--- src/rtl/skp_pkg.sv ---
package skp_pkg;
    typedef enum logic [2:0] {
        ST_IDLE,
        ST_PROBE,
        ST_REQ,
        ST_WAIT,
        ST_RESP
    } skp_state_e;
endpackage

--- src/rtl/skp_bisect.sv ---
// One bisection step: midpoint of the live range, direction and next bounds.
module skp_bisect #(
    parameter int IDX_W  = 16,
    parameter int DATA_W = 32
) (
    input  logic signed [IDX_W:0]  lo,
    input  logic signed [IDX_W:0]  hi,
    input  logic [DATA_W-1:0]      key,
    input  logic [DATA_W-1:0]      probe_val,
    output logic                   range_empty,
    output logic [IDX_W-1:0]       mid,
    output logic                   go_right,
    output logic signed [IDX_W:0]  lo_next,
    output logic signed [IDX_W:0]  hi_next
);
    logic signed [IDX_W+1:0] sum;
    logic signed [IDX_W+1:0] mid_s;

    assign sum         = {lo[IDX_W], lo} + {hi[IDX_W], hi};
    assign mid_s       = sum >>> 1;
    assign range_empty = lo > hi;
    assign mid         = IDX_W'(mid_s);
    assign go_right    = probe_val <= key;
    assign lo_next     = (IDX_W+1)'(mid_s + 1);
    assign hi_next     = (IDX_W+1)'(mid_s - 1);
endmodule

--- src/rtl/skp_path_cache.sv ---
// Per-depth store of the last search path: skip value and direction taken.
module skp_path_cache #(
    parameter int DEPTH  = 32,
    parameter int DATA_W = 32,
    localparam int IW    = $clog2(DEPTH)
) (
    input  logic              clk,
    input  logic              rst_n,
    input  logic              wr_en,
    input  logic [IW-1:0]     wr_idx,
    input  logic [DATA_W-1:0] wr_val,
    input  logic              wr_dir,
    input  logic [IW-1:0]     rd_idx,
    output logic [DATA_W-1:0] rd_val,
    output logic              rd_dir
);
    logic [DATA_W-1:0] val_q [DEPTH];
    logic [DEPTH-1:0]  dir_q;

    always_ff @(posedge clk or negedge rst_n) begin
        if (!rst_n) begin
            for (int i = 0; i < DEPTH; i++) val_q[i] <= '0;
            dir_q <= '0;
        end else if (wr_en) begin
            val_q[wr_idx] <= wr_val;
            dir_q[wr_idx] <= wr_dir;
        end
    end

    assign rd_val = val_q[rd_idx];
    assign rd_dir = dir_q[rd_idx];
endmodule

--- src/rtl/skp_search.sv ---
module skp_search
    import skp_pkg::*;
#(
    parameter int ADDR_W      = 32,
    parameter int DATA_W      = 32,
    parameter int IDX_W       = 16,
    parameter int CACHE_DEPTH = 32
) (
    input  logic              clk,
    input  logic              rst_n,
    input  logic              load_valid,
    output logic              load_ready,
    input  logic [ADDR_W-1:0] load_base,
    input  logic [IDX_W-1:0]  load_len,
    input  logic              q_valid,
    output logic              q_ready,
    input  logic [DATA_W-1:0] q_docid,
    output logic              mem_req_valid,
    input  logic              mem_req_ready,
    output logic [ADDR_W-1:0] mem_req_addr,
    input  logic              mem_rsp_valid,
    input  logic [DATA_W-1:0] mem_rsp_data,
    output logic              res_valid,
    output logic              res_found,
    output logic [IDX_W-1:0]  res_index,
    output logic [DATA_W-1:0] res_skip
);
    localparam int CI_W  = $clog2(CACHE_DEPTH);
    localparam int DEP_W = $clog2(CACHE_DEPTH + 1);

    typedef struct packed {
        skp_state_e        state;
        logic [ADDR_W-1:0] base;
        logic [IDX_W-1:0]  len;
        logic [DATA_W-1:0] key;
        logic [IDX_W:0]    lo;
        logic [IDX_W:0]    hi;
        logic [DEP_W-1:0]  depth;
        logic [DEP_W-1:0]  path_len;
        logic              follow;
        logic              ans_ok;
        logic [IDX_W-1:0]  ans_idx;
        logic [DATA_W-1:0] ans_val;
    } srch_t;

    srch_t q, d;

    logic              range_empty, go_right, hit, take;
    logic [IDX_W-1:0]  mid;
    logic [IDX_W:0]    lo_next, hi_next;
    logic [DATA_W-1:0] probe_val, rd_val;
    logic              rd_dir, cw_en;
    logic [ADDR_W-1:0] cur_base;
    logic [IDX_W-1:0]  cur_len;

    assign hit       = q.follow && (q.depth < q.path_len);
    assign probe_val = (q.state == ST_WAIT) ? mem_rsp_data : rd_val;
    assign take      = ((q.state == ST_PROBE) && !range_empty && hit)
                    || ((q.state == ST_WAIT) && mem_rsp_valid);
    assign cw_en     = take;

    skp_bisect #(.IDX_W(IDX_W), .DATA_W(DATA_W)) u_step (
        .lo          (q.lo),
        .hi          (q.hi),
        .key         (q.key),
        .probe_val   (probe_val),
        .range_empty (range_empty),
        .mid         (mid),
        .go_right    (go_right),
        .lo_next     (lo_next),
        .hi_next     (hi_next)
    );

    skp_path_cache #(.DEPTH(CACHE_DEPTH), .DATA_W(DATA_W)) u_path (
        .clk    (clk),
        .rst_n  (rst_n),
        .wr_en  (cw_en),
        .wr_idx (q.depth[CI_W-1:0]),
        .wr_val (probe_val),
        .wr_dir (go_right),
        .rd_idx (q.depth[CI_W-1:0]),
        .rd_val (rd_val),
        .rd_dir (rd_dir)
    );

    always_comb begin
        d = q;
        unique case (q.state)
            ST_IDLE: begin
                if (load_valid) begin
                    d.base     = load_base;
                    d.len      = load_len;
                    d.path_len = '0;
                end else if (q_valid) begin
                    d.key     = q_docid;
                    d.lo      = '0;
                    d.hi      = {1'b0, q.len} - 1'b1;
                    d.depth   = '0;
                    d.follow  = 1'b1;
                    d.ans_ok  = 1'b0;
                    d.ans_idx = '0;
                    d.ans_val = '0;
                    d.state   = ST_PROBE;
                end
            end
            ST_PROBE: begin
                if (range_empty) begin
                    d.path_len = q.depth;
                    d.state    = ST_RESP;
                end else if (!hit) begin
                    d.state = ST_REQ;
                end
            end
            ST_REQ: begin
                if (mem_req_ready) d.state = ST_WAIT;
            end
            ST_WAIT: begin
                if (mem_rsp_valid) d.state = ST_PROBE;
            end
            ST_RESP: d.state = ST_IDLE;
            default: d.state = ST_IDLE;
        endcase

        if (take) begin
            if (!hit || (rd_dir != go_right)) d.follow = 1'b0;
            d.depth = q.depth + DEP_W'(1);
            if (go_right) begin
                d.ans_ok  = 1'b1;
                d.ans_idx = mid;
                d.ans_val = probe_val;
                d.lo      = lo_next;
            end else begin
                d.hi = hi_next;
            end
        end
    end

    always_ff @(posedge clk or negedge rst_n) begin
        if (!rst_n) begin
            q       <= '0;
            q.state <= ST_IDLE;
        end else begin
            q <= d;
        end
    end

    assign load_ready    = (q.state == ST_IDLE);
    assign q_ready       = (q.state == ST_IDLE) && !load_valid;
    assign mem_req_valid = (q.state == ST_REQ);
    assign mem_req_addr  = q.base + ADDR_W'(mid);
    assign res_valid     = (q.state == ST_RESP);
    assign res_found     = q.ans_ok;
    assign res_index     = q.ans_idx;
    assign res_skip      = q.ans_val;
    assign cur_base      = q.base;
    assign cur_len       = q.len;
endmodule

--- config.mk ---
export PLATFORM = sky130hd
export DESIGN_NAME = skp_search
export DESIGN_NICKNAME = d
export VERILOG_FILES = /design/src/rtl/skp_pkg.sv /design/src/rtl/skp_bisect.sv /design/src/rtl/skp_path_cache.sv /design/src/rtl/skp_search.sv
export SDC_FILE = /design/constraint.sdc
export NUM_CORES = 2
export LEC_CHECK = 0
export CAP_MARGIN = 25
export CORE_MARGIN = 2
export CORE_UTILIZATION = 40
export CTS_BUF_LIST = sky130_fd_sc_hd__clkbuf_4 sky130_fd_sc_hd__clkbuf_8
export DETAILED_ROUTE_END_ITERATION = 10
export SETUP_SLACK_MARGIN = 0.02
export SLEW_MARGIN = 20
export SYNTH_ARGS = -nofsm -noshare
export SYNTH_HDL_FRONTEND = slang
export SYNTH_SLANG_ARGS = --single-unit
--- constraint.sdc ---
create_clock -name clk -period 15.5 [get_ports clk]
set_input_delay 3.875 -clock clk [delete_from_list [all_inputs] [get_ports clk]]
set_output_delay 3.875 -clock clk [all_outputs]
set_load 0.01 [all_outputs]
==> summary.md <==
| Metric | Value |
|---|---|
| Layout cells sized above 1 | `40.4%` |
| CTS tree | `built` |
| RSZ-0062 raised after global routing | `false` |
| Layout area overhead | `14.2%` |
| Logic pwr share | `between 40% and 50%` |
| Worst setup SP type | `flip-flop` |
| Die height | `a little under 400 µm` |
| GR Util All Layers | `22.1%` |
| FMAX | `approximately 0.10 GHz` |
| Tmin final | `9.94 ns` |
| Post-synth top area cell | `dfrtp_1` |
| Register area share after synthesis | `51.6%` |
| Adder-cell share of the synthesized area | `2.03%` |
| Largest family of logic cells by synthesized area | `multiplexers` |
| Port Buffer Count | `202` |
| Hold_sp | `u_path.val_q[224]` |
| Hpwl dp | `99.9 mm` |
| Syn Inst Count | `4323` |
| Final hold vios | `0` |
| Setup crit end kind | `output port` |
| Final net count | `approximately 4700` |
| Root buffer cell | `clkbuf_8` |
| Syn. warnings | `0` |
| Data required, critical path | `11.62 ns` |
| Clock power frac | `23.3%` |
| GR Util met2 | `about 33%` |
| Worst-path clk slew | `0.06 ns` |
| Initial Util | `40.4%` |
| Clk sinks | `1235` |
| Total CTS buffers | `211` |
| Asr flop ratio synth | `100%` |
| Count of flip-flops with a built-in enable after synthesis | `0` |
| Largest cells by area after synthesis | `dfrtp_1, mux2_2, mux4_2, ha_1, nand2_1` |
| GP Congestion | `0.844` |
| Crit share post-route | `around 64%` |
| # hold bufs at CTS | `0` |
| RR Endpoint | `q[93]` |
| Arrival time worst endpoint | `6.07 ns` |
| Worst vdd ir | `193 µV` |
| Max FO, Critical Path | `8` |
| Power, Total | `roughly 14 mW` |
| Post-DP Area | `63600 µm²` |
| Top cells by count, synth | `dfrtp_1, mux2_2, mux4_2` |
| Switching power | `5.47 mW` |
| Crit Path Class | `reg -> out` |
| Worst slew pin tran | `1.09 ns` |
| Synth Area in Compound Gates | `4.64%` |
| Top_reg_cell synth | `dfrtp_1` |
| Initial antenna violation count | `7` |
| Mapped cell area | `59800 µm²` |
| Clock Latency Late Sink | `between 0.9 and 1 ns` |
| DRT Pass-1 Iters | `5` |
| Hold endpoint | `u_path.val_q[224]` |
| Overflow after GRT | `0` |
| Post-route ant nets | `0` |
| Number of unique standard cell types used by synthesis | `94` |
| Longest Clk Path Bufs | `3` |
| Flop-to-flop setup slack | `7.42 ns` |
| Sw Ratio | `between 40% and 50%` |
| Setup TNS Final | `0 ns` |
| IO Pins | `203` |
| Xor/xnor share of the synthesized area | `1.07%` |
| Routed WL | `between 150 and 200 mm` |
| Outcome | `finished clean` |
| Hold crit path type | `reg -> reg` |
| Die X | `roughly 400 µm` |
| Site Rows | `between 100 and 150` |
| Static Leak | `31.8 nW` |
| #FFs+latches synth | `1235` |
| Mapped Avg Cell Area | `about 14 µm²` |
| Slew Limit Fails | `0` |
| Count leader, synth | `dfrtp_1` |
| Post-cts resize count | `0` |
| Finish-stage setup viols | `0` |
| First-pass GRT wire length | `between 200 and 300 mm` |
| Vias per inst | `roughly 5.7` |
| Routed vias | `~37000` |
| Synthesized Nets | `4537` |
| Reg-to-reg startpoint | `q[56]` |
| DIE AREA | `153000 µm²` |
| Reg2Reg Depth | `19` |
| Max-Cap Viols | `0` |
| GRT busiest layer | `met2` |
| Routed len/inst | `roughly 25 µm` |
| Setup Buffers After CTS | `0` |
| Mux cell area share after synthesis | `31.3%` |
| Vias in the first global route | `38300` |
| Setup Skew | `0.0638 ns` |
| Met1 Resource Use GR | `32.6%` |
| Worst Hold Path Cells | `2` |
| Power density over the cells | `199 nW/µm²` |
| Sequential share of power | `31.2%` |
| Met3 Use GR | `3.93%` |
| Fin util | `46.1%` |
| Internal Dissipation | `a little over 8 mW` |
| Share of the synthesized area in the top cell type | `51.6%` |
| Largest net degree at the start of global routing | `164` |
| DRC | `0` |
| Simple-gate portion of the synthesized area | `between 5 and 6%` |
| H-tree level count | `4` |
| Worst rel slew slack | `27.2%` |
| Post-route cell area | `between 60000 and 70000 µm²` |
| Core area | `148000 µm²` |
| Initial drt markers | `2528` |
cell type report:
class                           instances  area [µm²]
Sequential cell                      1235       30900
Fill cell                           13300       79900
Clock inverter                         42         430
Antenna cell                            2        5.00
Multi-Input combinational cell       2598       26900
Inverter                               89         337
Tap cell                             1930        2410
Timing Repair Buffer                  319        3200
Clock buffer                          333        4130
logic make-up after synthesis:
| group | after synthesis |
|---|---|
| xor gates and xnor gates | 72 |
| and+or+nand+nor | 634 |
| adders and majority gates | 96 |
| AOI/OAI and AO/OA | 420 |
| muxes | 1376 |
| buffers and inverters | 490 |
| DFF | 1235 |
per-layer routing:
| layer | part of all wire (%) | vias to the layer above |
|---|---|---|
| li1 | - | 16100 |
| met1 | 47 | 19800 |
| met2 | 45 | 947 |
| met3 | 5.6 | 250 |
| met4 | 2.1 | 0 |
| met5 | 0 | - |
critical path, cell delays in order, from the launching register on:
cell and delay, ns:
dfrtp_1 0.40, ha_1 0.22, inv_1 0.07, fa_1 0.20, o21bai_1 0.15, a2111oi_1 0.60, nor2_1 0.13, xor2_1 0.34
clkinv_1 0.39, ha_1 0.33, nor4_1 0.25, o21ai_0 0.17, a41oi_1 0.38, o31ai_1 0.13, o41a_1 0.50, nand3_1 0.18
xnor2_1 0.14, clkdlybuf4s50_1 0.58
how the worst max path moves through the flow:
| stage | start | endpoint | slack [ns] |
|---|---|---|---|
| 5_1_grt | q[62] | mem_req_addr[26] | 5.12 |
| 3_5_place_dp | q[62] | mem_req_addr[26] | 6.46 |
| 6_report | q[62] | mem_req_addr[20] | 5.56 |
| 4_1_cts | q[62] | mem_req_addr[23] | 5.45 |
| 3_3_place_gp | load_valid | q_ready | 6.57 |
| 2_1_floorplan | load_valid | q_ready | 7.40 |
through the flow:
stage          instances  worst slack, ns  hold slack [ns]
2_1_floorplan       4323             7.40            0.445
3_3_place_gp        6152             6.57            0.456
3_5_place_dp        6164             6.46            0.466
4_1_cts             6539             5.45            0.479
5_1_grt             6547             5.12            0.496
6_report            6548             5.56            0.479
power groups by stage:
stage | registers [mW] | clock network (mW) | logic, mW
2_1_floorplan | 4.10 | 0 | 4.12
3_3_place_gp | 4.26 | 0 | 6.10
3_5_place_dp | 4.28 | 0 | 6.15
4_1_cts | 4.23 | 3.24 | 6.18
5_1_grt | 4.31 | 3.39 | 6.69
6_report | 4.23 | 3.16 | 6.17
state kept, by name (all words and copies together) (netlist names):
| signal | cells |
|---|---|
| u_path.val_q | 1024 |
| res_skip | 32 |
| q | 82 |
| res_index | 16 |
| res_found | 1 |
| cur_len | 16 |
| cur_base | 32 |
| u_path.dir_q | 32 |
layout by cell type (no fill, tap or decap), types with 36 or more instances in the layout:
cell / instances
mux2_1: 86
xnor2_1: 55
nand2_1: 283
o21ai_0: 191
dfrtp_1: 1231
a21oi_1: 38
clkdlybuf4s50_1: 201
inv_1: 85
mux2i_1: 36
buf_4: 95
ha_1: 94
mux2_2: 960
clkbuf_4: 73
nand2b_1: 46
nor2_1: 106
mux4_2: 294
clkbuf_8: 260
nand3_1: 38
No activity file was read; power rests on OpenSTA's default activity.
